[src/rtl/standby_pkg.sv]
`timescale 1ns/1ps
package standby_pkg;
  typedef enum logic [1:0] {
    MODE_NONE   = 2'd0,
    MODE_FREEZE = 2'd1,
    MODE_HIBER  = 2'd2,
    MODE_CRYO   = 2'd3
  } sb_mode_e;

  typedef enum logic [3:0] {
    PH_IDLE    = 4'd0,
    PH_CLK_OFF = 4'd1,
    PH_IO_FRZ  = 4'd2,
    PH_SAVE    = 4'd3,
    PH_PWR_DN  = 4'd4,
    PH_SLEEP   = 4'd5,
    PH_PWR_UP  = 4'd6,
    PH_LOAD    = 4'd7,
    PH_CLK_ON  = 4'd8,
    PH_IO_REL  = 4'd9
  } sb_phase_e;

  localparam logic [1:0] SUP_NOM = 2'b11;
  localparam logic [1:0] SUP_MIN = 2'b01;
  localparam logic [1:0] SUP_OFF = 2'b00;
endpackage

[src/rtl/sb_wake_timer.sv]
`timescale 1ns/1ps
module sb_wake_timer #(
  parameter int TMR_W = 16
) (
  input  logic             clk,
  input  logic             rst_n,
  input  logic             load,
  input  logic [TMR_W-1:0] load_val,
  input  logic             run,
  output logic             expired
);
  logic [TMR_W-1:0] cnt_q;

  always_ff @(posedge clk or negedge rst_n) begin
    if (!rst_n)                  cnt_q <= '0;
    else if (load)               cnt_q <= load_val;
    else if (run && cnt_q != '0) cnt_q <= cnt_q - 1'b1;
  end

  assign expired = (cnt_q == '0);
endmodule

[src/rtl/sb_scan_count.sv]
`timescale 1ns/1ps
module sb_scan_count #(
  parameter int LEN_W = 12
) (
  input  logic             clk,
  input  logic             rst_n,
  input  logic             load,
  input  logic [LEN_W-1:0] len_in,
  input  logic             active,
  input  logic             beat,
  output logic             more,
  output logic             done
);
  logic [LEN_W-1:0] len_q;
  logic [LEN_W-1:0] cnt_q;

  always_ff @(posedge clk or negedge rst_n) begin
    if (!rst_n)    len_q <= '0;
    else if (load) len_q <= len_in;
  end

  // count restarts each time the block enters a scan phase
  always_ff @(posedge clk or negedge rst_n) begin
    if (!rst_n)       cnt_q <= '0;
    else if (!active) cnt_q <= '0;
    else if (beat)    cnt_q <= cnt_q + 1'b1;
  end

  assign more = active && (cnt_q < len_q);
  assign done = active && (cnt_q == len_q);
endmodule

[src/rtl/sb_seq_fsm.sv]
`timescale 1ns/1ps
module sb_seq_fsm
  import standby_pkg::*;
(
  input  logic      clk,
  input  logic      rst_n,
  input  logic      start,
  input  logic [1:0] mode_sel,
  input  logic      irq,
  input  logic      supply_ack,
  input  logic      tmr_expired,
  input  logic      scan_done,
  output sb_phase_e phase,
  output sb_mode_e  mode_q,
  output logic      accept,
  output logic      clk_stop_req,
  output logic      io_freeze,
  output logic [1:0] supply_req
);
  sb_phase_e nxt;
  logic      irq_pend;
  logic      is_frz;
  logic      is_cryo;
  logic      wake;
  logic      sup_low;

  assign is_frz  = (mode_q == MODE_FREEZE);
  assign is_cryo = (mode_q == MODE_CRYO);
  assign wake    = irq_pend || tmr_expired;
  assign accept  = (phase == PH_IDLE) && start && (mode_sel != 2'd0);

  always_comb begin
    nxt = phase;
    unique case (phase)
      PH_IDLE:    if (accept) nxt = PH_CLK_OFF;
      PH_CLK_OFF: nxt = is_frz ? PH_PWR_DN : PH_IO_FRZ;
      PH_IO_FRZ:  nxt = is_cryo ? PH_SAVE : PH_PWR_DN;
      PH_SAVE:    if (scan_done) nxt = PH_PWR_DN;
      PH_PWR_DN:  if (supply_ack) nxt = PH_SLEEP;
      PH_SLEEP:   if (wake) nxt = is_frz ? PH_CLK_ON : PH_PWR_UP;
      PH_PWR_UP:  if (supply_ack) nxt = is_frz ? PH_IDLE :
                                        (is_cryo ? PH_LOAD : PH_CLK_ON);
      PH_LOAD:    if (scan_done) nxt = PH_CLK_ON;
      PH_CLK_ON:  nxt = is_frz ? PH_PWR_UP : PH_IO_REL;
      PH_IO_REL:  nxt = PH_IDLE;
      default:    nxt = PH_IDLE;
    endcase
  end

  always_ff @(posedge clk or negedge rst_n) begin
    if (!rst_n) begin
      phase    <= PH_IDLE;
      mode_q   <= MODE_NONE;
      irq_pend <= 1'b0;
    end else begin
      phase <= nxt;
      if (accept) begin
        mode_q   <= sb_mode_e'(mode_sel);
        irq_pend <= 1'b0;
      end else if (irq && phase != PH_IDLE) begin
        irq_pend <= 1'b1;
      end
    end
  end

  // control levels decoded from the registered phase
  always_comb begin
    clk_stop_req = (phase inside {PH_CLK_OFF, PH_IO_FRZ, PH_SAVE, PH_PWR_DN, PH_SLEEP})
                || (!is_frz && (phase inside {PH_PWR_UP, PH_LOAD}));
    io_freeze    = !is_frz && (phase inside {PH_IO_FRZ, PH_SAVE, PH_PWR_DN, PH_SLEEP,
                                             PH_PWR_UP, PH_LOAD, PH_CLK_ON});
    sup_low      = (phase inside {PH_PWR_DN, PH_SLEEP}) || (is_frz && phase == PH_CLK_ON);
    supply_req   = sup_low ? (is_frz ? SUP_MIN : SUP_OFF) : SUP_NOM;
  end
endmodule

[src/rtl/standby_seq.sv]
`timescale 1ns/1ps
module standby_seq
  import standby_pkg::*;
#(
  parameter int TMR_W = 16,
  parameter int LEN_W = 12
) (
  input  logic             clk,
  input  logic             rst_n,
  input  logic             start,
  input  logic [1:0]       mode_sel,
  input  logic [TMR_W-1:0] timeout_val,
  input  logic [LEN_W-1:0] scan_len,
  input  logic             irq,
  input  logic             supply_ack,
  output logic             clk_stop_req,
  output logic             io_freeze,
  output logic [1:0]       supply_req,
  output logic             chain_shift,
  output logic             chain_head,
  input  logic             chain_tail,
  output logic             sv_valid,
  input  logic             sv_ready,
  output logic             sv_data,
  input  logic             ld_valid,
  output logic             ld_ready,
  input  logic             ld_data,
  output logic [3:0]       st_phase,
  output logic [1:0]       st_mode
);
  sb_phase_e phase;
  sb_mode_e  mode_q;
  logic      accept;
  logic      tmr_expired;
  logic      scan_active;
  logic      scan_beat;
  logic      scan_more;
  logic      scan_done;
  logic      in_save;
  logic      in_load;

  assign in_save     = (phase == PH_SAVE);
  assign in_load     = (phase == PH_LOAD);
  assign scan_active = in_save || in_load;

  sb_seq_fsm u_fsm (
    .clk          (clk),
    .rst_n        (rst_n),
    .start        (start),
    .mode_sel     (mode_sel),
    .irq          (irq),
    .supply_ack   (supply_ack),
    .tmr_expired  (tmr_expired),
    .scan_done    (scan_done),
    .phase        (phase),
    .mode_q       (mode_q),
    .accept       (accept),
    .clk_stop_req (clk_stop_req),
    .io_freeze    (io_freeze),
    .supply_req   (supply_req)
  );

  sb_wake_timer #(.TMR_W(TMR_W)) u_tmr (
    .clk      (clk),
    .rst_n    (rst_n),
    .load     (accept),
    .load_val (timeout_val),
    .run      (phase == PH_SLEEP),
    .expired  (tmr_expired)
  );

  sb_scan_count #(.LEN_W(LEN_W)) u_scan (
    .clk    (clk),
    .rst_n  (rst_n),
    .load   (accept),
    .len_in (scan_len),
    .active (scan_active),
    .beat   (scan_beat),
    .more   (scan_more),
    .done   (scan_done)
  );

  // scan streams: one direction per phase
  assign sv_valid    = in_save && scan_more;
  assign sv_data     = chain_tail;
  assign ld_ready    = in_load && scan_more;
  assign scan_beat   = (sv_valid && sv_ready) || (ld_valid && ld_ready);
  assign chain_shift = scan_beat;
  assign chain_head  = in_load ? ld_data : 1'b0;

  assign st_phase = phase;
  assign st_mode  = mode_q;
endmodule

[config.mk]
export PLATFORM = sky130hd
export DESIGN_NAME = standby_seq
export DESIGN_NICKNAME = d
export VERILOG_FILES = /design/src/rtl/standby_pkg.sv /design/src/rtl/sb_wake_timer.sv /design/src/rtl/sb_scan_count.sv /design/src/rtl/sb_seq_fsm.sv /design/src/rtl/standby_seq.sv
export SDC_FILE = /design/constraint.sdc
export NUM_CORES = 1
export LEC_CHECK = 0
export BUFFER_PORTS_ARGS = -buffer_cell sky130_fd_sc_hd__buf_2
export CAP_MARGIN = 30
export CORE_UTILIZATION = 40
export DETAILED_ROUTE_END_ITERATION = 8
export MAX_ROUTING_LAYER = met4
export PLACE_DENSITY = 0.6
export SLEW_MARGIN = 40
export SYNTH_ARGS = -nofsm -noshare
export SYNTH_HDL_FRONTEND = slang
export SYNTH_SLANG_ARGS = --single-unit
[constraint.sdc]
create_clock -name clk -period 3.9 [get_ports clk]
set_input_delay 0.78 -clock clk [delete_from_list [all_inputs] [get_ports clk]]
set_output_delay 0.78 -clock clk [all_outputs]
set_load 0.02 [all_outputs]
Word level (Yosys, flattened, before mapping)

Cells that the tools add are included.

$add $sub $neg: 2
$lt $le $gt $ge: 1
Equal/unequal tests: 18
Muxes and demuxes: 22
Reductions and logical operators: 31

Operators by type and width:

| kind                                                | number |
|---|---|
| two-way mux 4 bit                                   | 10 |
| case mux 4 bit (9 select lines)                     | 1 |
| two-way mux 16 bit                                  | 2 |
| two-way mux 12 bit                                  | 2 |
| equality test 4 x 3 -> 1 bit, second input constant | 4 |
| zero test 16 bit                                    | 1 |
| nonzero test 16 bit                                 | 1 |
| subtractor 16 x 1 -> 16 bit, second input constant  | 1 |
| != test 2 bit, second input constant                | 7 |
| logical AND 1 bit                                   | 13 |
| adder 12 x 1 -> 12 bit, second input constant       | 1 |
| equality test 12 bit                                | 1 |
| < comparator 12 bit                                 | 1 |
| nonzero test 2 bit                                  | 5 |
| equality test 4 x 2 -> 1 bit, second input constant | 2 |
| nonzero test 7 bit                                  | 1 |
| two-way mux 3 bit                                   | 2 |
| AND reduction 6 bit                                 | 1 |
| logical OR 1 bit                                    | 5 |
| nonzero test 5 bit                                  | 1 |
| equality test 4 x 1 -> 1 bit, second input constant | 1 |
| equality test 4 bit, second input constant          | 1 |
| zero test 4 bit                                     | 1 |
| two-way mux 1 bit                                   | 4 |
| other kinds (5)                                     | 5 |

Bits in registers: 47
Input port bits: 39
Output and inout port bits: 15
Word-level logic and storage cells: 80

Longest topological paths before layout

Depth after elaboration: 8
Gate-level depth with buffers: 9
Depth with buffers taken out: 9

By module

A second synthesis with hierarchy kept.

Cell total of the unflattened synthesis: 345
Area total of the unflattened synthesis: 3059.2 µm²

Modules (own cells, without submodules):

| module        | instances | cells an instance | area each (µm²) | sequential area each (µm²) |
|---|---|---|---|---|
| sb_scan_count | 1         | 140               | 1327.5          | 600.6 |
| sb_wake_timer | 1         | 124               | 1063.5          | 400.4 |
| sb_seq_fsm    | 1         | 72                | 600.6           | 175.2 |
| standby_seq   | 1         | 9                 | 67.6            | 0.0 |

Worst setup path after synthesis

Ideal clock, no wire load.

Path kind: flip-flop to output port
From: reg u_scan.cnt_q[7]
To: out sv_valid
Arrival: 2.003 ns
Data required time: 3.120 ns
Path slack: 1.117 ns
Stages on the path, launching flop included: 7
Path buffers: 0
Cells stage by stage: dfrtp_1 ha_1 a21oi_1 o21ai_0 and2_0 or3_1 nor3_1

Cells in the longest elaborated chain, start to end: 3

Ends and longest elaborated chain:

| what                   | RTL line            | text |
|---|---|---|
| start, declared        | sb_scan_count.sv:15 | `logic [LEN_W-1:0] cnt_q;` |
| start signal, assigned | sb_scan_count.sv:26 | `else if (beat) cnt_q <= cnt_q + 1'b1;` |
| < comparator 12 bit    | sb_scan_count.sv:29 | `assign more = active && (cnt_q < len_q);` |
| logical AND 1 bit      | sb_scan_count.sv:29 |  |
| logical AND 1 bit      | standby_seq.sv:84   | `assign sv_valid = in_save && scan_more;` |
| end, declared          | standby_seq.sv:22   | `output logic sv_valid,` |

Every way passes these cells.

Worst setup path in the final report

From: reg u_fsm.phase[3]
To: out chain_shift

Cells in the longest elaborated chain, start to end: 6
Elaborated cells between the ends (all ways): 9
Classes of those cells: eq/ne: 2; reduce/logical: 7

Ends and longest elaborated chain:

| what                                                                         | RTL line                             | text |
|---|---|---|
| start, declared                                                              | sb_seq_fsm.sv:13                     | `output sb_phase_e phase,` |
| start signal, assigned                                                       | sb_seq_fsm.sv:56                     | `phase <= nxt;` |
| equality test 4 x 2 -> 1 bit or equality test 4 x 3 -> 1 bit (tied branches) | standby_seq.sv:42, standby_seq.sv:43 |  |
| logical OR 1 bit                                                             | standby_seq.sv:44                    | `assign scan_active = in_save \|\| in_load;` |
| logical AND 1 bit                                                            | sb_scan_count.sv:29                  |  |
| logical AND 1 bit, on equally long branches                                  | standby_seq.sv:84, standby_seq.sv:86 |  |
| logical AND 1 bit                                                            | standby_seq.sv:87                    | `assign scan_beat = (sv_valid && sv_ready) \|\| (ld_valid && ld_ready);` |
| logical OR 1 bit (*)                                                         | standby_seq.sv:87                    |  |
| end, declared                                                                | standby_seq.sv:19                    | `output logic chain_shift,` |

Every way passes the cells marked *; elsewhere a longest branch is shown, timed or not.

==> impl_metrics.toml <==
[layout]
stdcell_count = 475
syn2layout_area_growth_pct = 14.1
antenna_cells = 0
final_core_util = 0.477
regArea_um2 = 1180
drive_gt1_frac = 0.187
fin_area_um2 = 3260
fillerInstances = 706
multi_input_area_um2 = 1550
nNetsFinal = 434

[logic_synthesis]
yosysTopAreaCellShare = 0.411
syn_area_per_cell_um2 = 8.53
ys_types = 51
ys_ff_latch = 47
yosysSeqAreaShare = 0.411
yosys_warnings = 0
synth_area_leaders = "dfrtp_1, nand2_1, ha_1"
synthTopCellsByCount = "nand2_1, dfrtp_1, o21ai_0"
syn_inst = 335
synth_ff_type = "dfrtp_1"
synth-edff-count = 0
yosysMostFrequentCell = "nand2_1"
netlist_area_um2 = 2860
yosys.area.top_type = "dfrtp_1"
syn_nets = 389
synthArstFlopShare = 1.00

[placed_design]
gp_congestion = 0.835
dp.final_hpwl_um = 4550
dpl_cell_area_um2 = 3190
pre_cts_ws_ns = 0.844
io_buffer_count = 51
dp.cells = 469

[die]
io_pins = 54
die_area_um2 = 7490
die_x_um = 86.5
core-area_um2 = 6830
row_count = 30
initial_core_util = 0.418
fp.dieH_um = 86.5

[setup_path]
required_ns = 3.12
cp-start-kind = "register"
reg2regPathDepth = 6
cp-startpoint = "u_fsm.phase[3]"
ff2ff_setup_slack_ns = 1.38
critPathKind = "register to output port"
critPathCaptureType = "output port"
r2r_start = "u_fsm.phase[3]"
critPathArrivalTime_ns = 2.60
cp_max_fo = 15
rr_endpoint = "u_scan.cnt_q[8]"

[sta]
post-route-min-period_ns = 3.38
report.final.slew_viol_count = 0
fmax_mhz = 296
finalSetupViolations = 0
setup_slack_ns = 0.521
tightest_slew_ns = 0.601
fin_crit_sh = 0.866
slew_headroom = 0.595
finalHoldViolations = 0
skew_ns = 0.00810
setup_tns_ns = 0
rsz0062_at_grt = "false"
whs_ns = 0.486

[power]
p_leak_nw = 1.43
power_mw = 2.13
powerDensity_nw_per_um2 = 653
ir_drop_mv = 0.249

[routing]
drt-wirelength-per-cell_um = 13.1
via_per_inst = 5.21
wl_met2_um = 2750
drt-initial-drc-count = 117
met3_length_um = 254
antenna_left = 0
drc = 0
topRoutingLayerUsed = "met4"
dr.pass1.iters = 4
routedLengthMet1_um = 3180
drt_wl_total_um = 6210
num_vias = 2473

[clock_tree]
root_buffer = "clkbuf_8"
cts-buffers-inserted = 5
postCtsSetupBuffers = 0
post_cts_resized = 0
clock-sinks = 47
hold_buffers = 0
cts_buffer_depth = 2
cts_tree = "done"
htreeDepth = 2
cts.clk_slew.worst_paths_ns = 0.08
clock_latency_ns = 0.30

[job]
drv_cap = 0

[min_path]
hold_depth = 2
hold_path_class = "register to register"
hold_end = "u_scan.len_q[0]"
min_from = "u_scan.len_q[0]"

[outcome]
status = "completed"

[grt]
grt_use_total = 0.186
grt_overflow = 0
grt_antenna_before_repair = 0
first_global_vias = 2355
grt_max_degree = 48
grt_pass1_wl_um = 10600
[worst max-delay path by stage]
stage / end / slack (ns) / cells past startpoint
finish: chain_shift / 0.52 / 6
floorplan: sv_valid / 1.12 / 6
global placement: chain_shift / 0.86 / 6
CTS: chain_shift / 0.49 / 6
detailed placement: chain_shift / 0.84 / 6
global route: chain_shift / 0.27 / 6
[cells in the final DEF (no fill, tap or decap), drive strengths merged, types with 4 or more instances in the layout]
master,Yosys,final
nor2,28,28
xnor2,7,7
inv,20,20
nor3,7,7
a21oi,18,18
nand4,4,4
buf,4,53
nand3,6,6
o211ai,5,5
or3,6,6
o21ai,31,31
mux2i,4,4
xor2,5,5
dfrtp,47,47
ha,15,15
nor4,7,7
nand2,57,57
clkbuf,11,6
[cell families (layout without fill, tap and decap cells)]
| family | count (synthesis) | after routing | synth area share |
|---|---|---|---|
| compound gates | 78 | 78 | 0.171 |
| xor+xnor | 12 | 12 | 0.0368 |
| fa+ha+maj | 15 | 15 | 0.0656 |
| buf+inv | 35 | 79 | 0.0481 |
| flops | 47 | 47 | 0.411 |
| mux | 7 | 7 | 0.0258 |
| simple gates | 141 | 141 | 0.241 |
[critical path: stages, from the launching register on]
cell and delay, ns:
dfrtp_1 0.53, and2b_1 0.29, and2_1 0.37, o211ai_2 0.20, or4_4 0.56, inv_2 0.16
buf_2 0.19
[area by class of cell]
cell class	count	area share
multi-input combinational	253	0.474
sequential	47	0.361
timing repair buffer	53	0.0836
tap	96	0.0368
inverter	20	0.0230
clock buffer	6	0.0222
[layer usage]
layer,vias to the layer above,GRT usage
met5,-,-
met4,0,0.0364
met3,4,0.0467
met2,62,0.288
met1,1127,0.249
li1,1280,-
[flip-flops by register name (all words and copies together), names as in the netlist]
name	flops
u_fsm.irq_pend	1
u_fsm.mode_q	2
u_fsm.phase	4
u_scan.cnt_q	12
u_scan.len_q	12
u_tmr.cnt_q	16
[power by group]
part | switching [mW] | internal, mW | leakage, nW
clock network | 0.155 | 0.120 | 0.0371
logic | 0.575 | 0.417 | 0.795
registers | 0.200 | 0.663 | 0.593
Power figures use the tool's default switching activity.
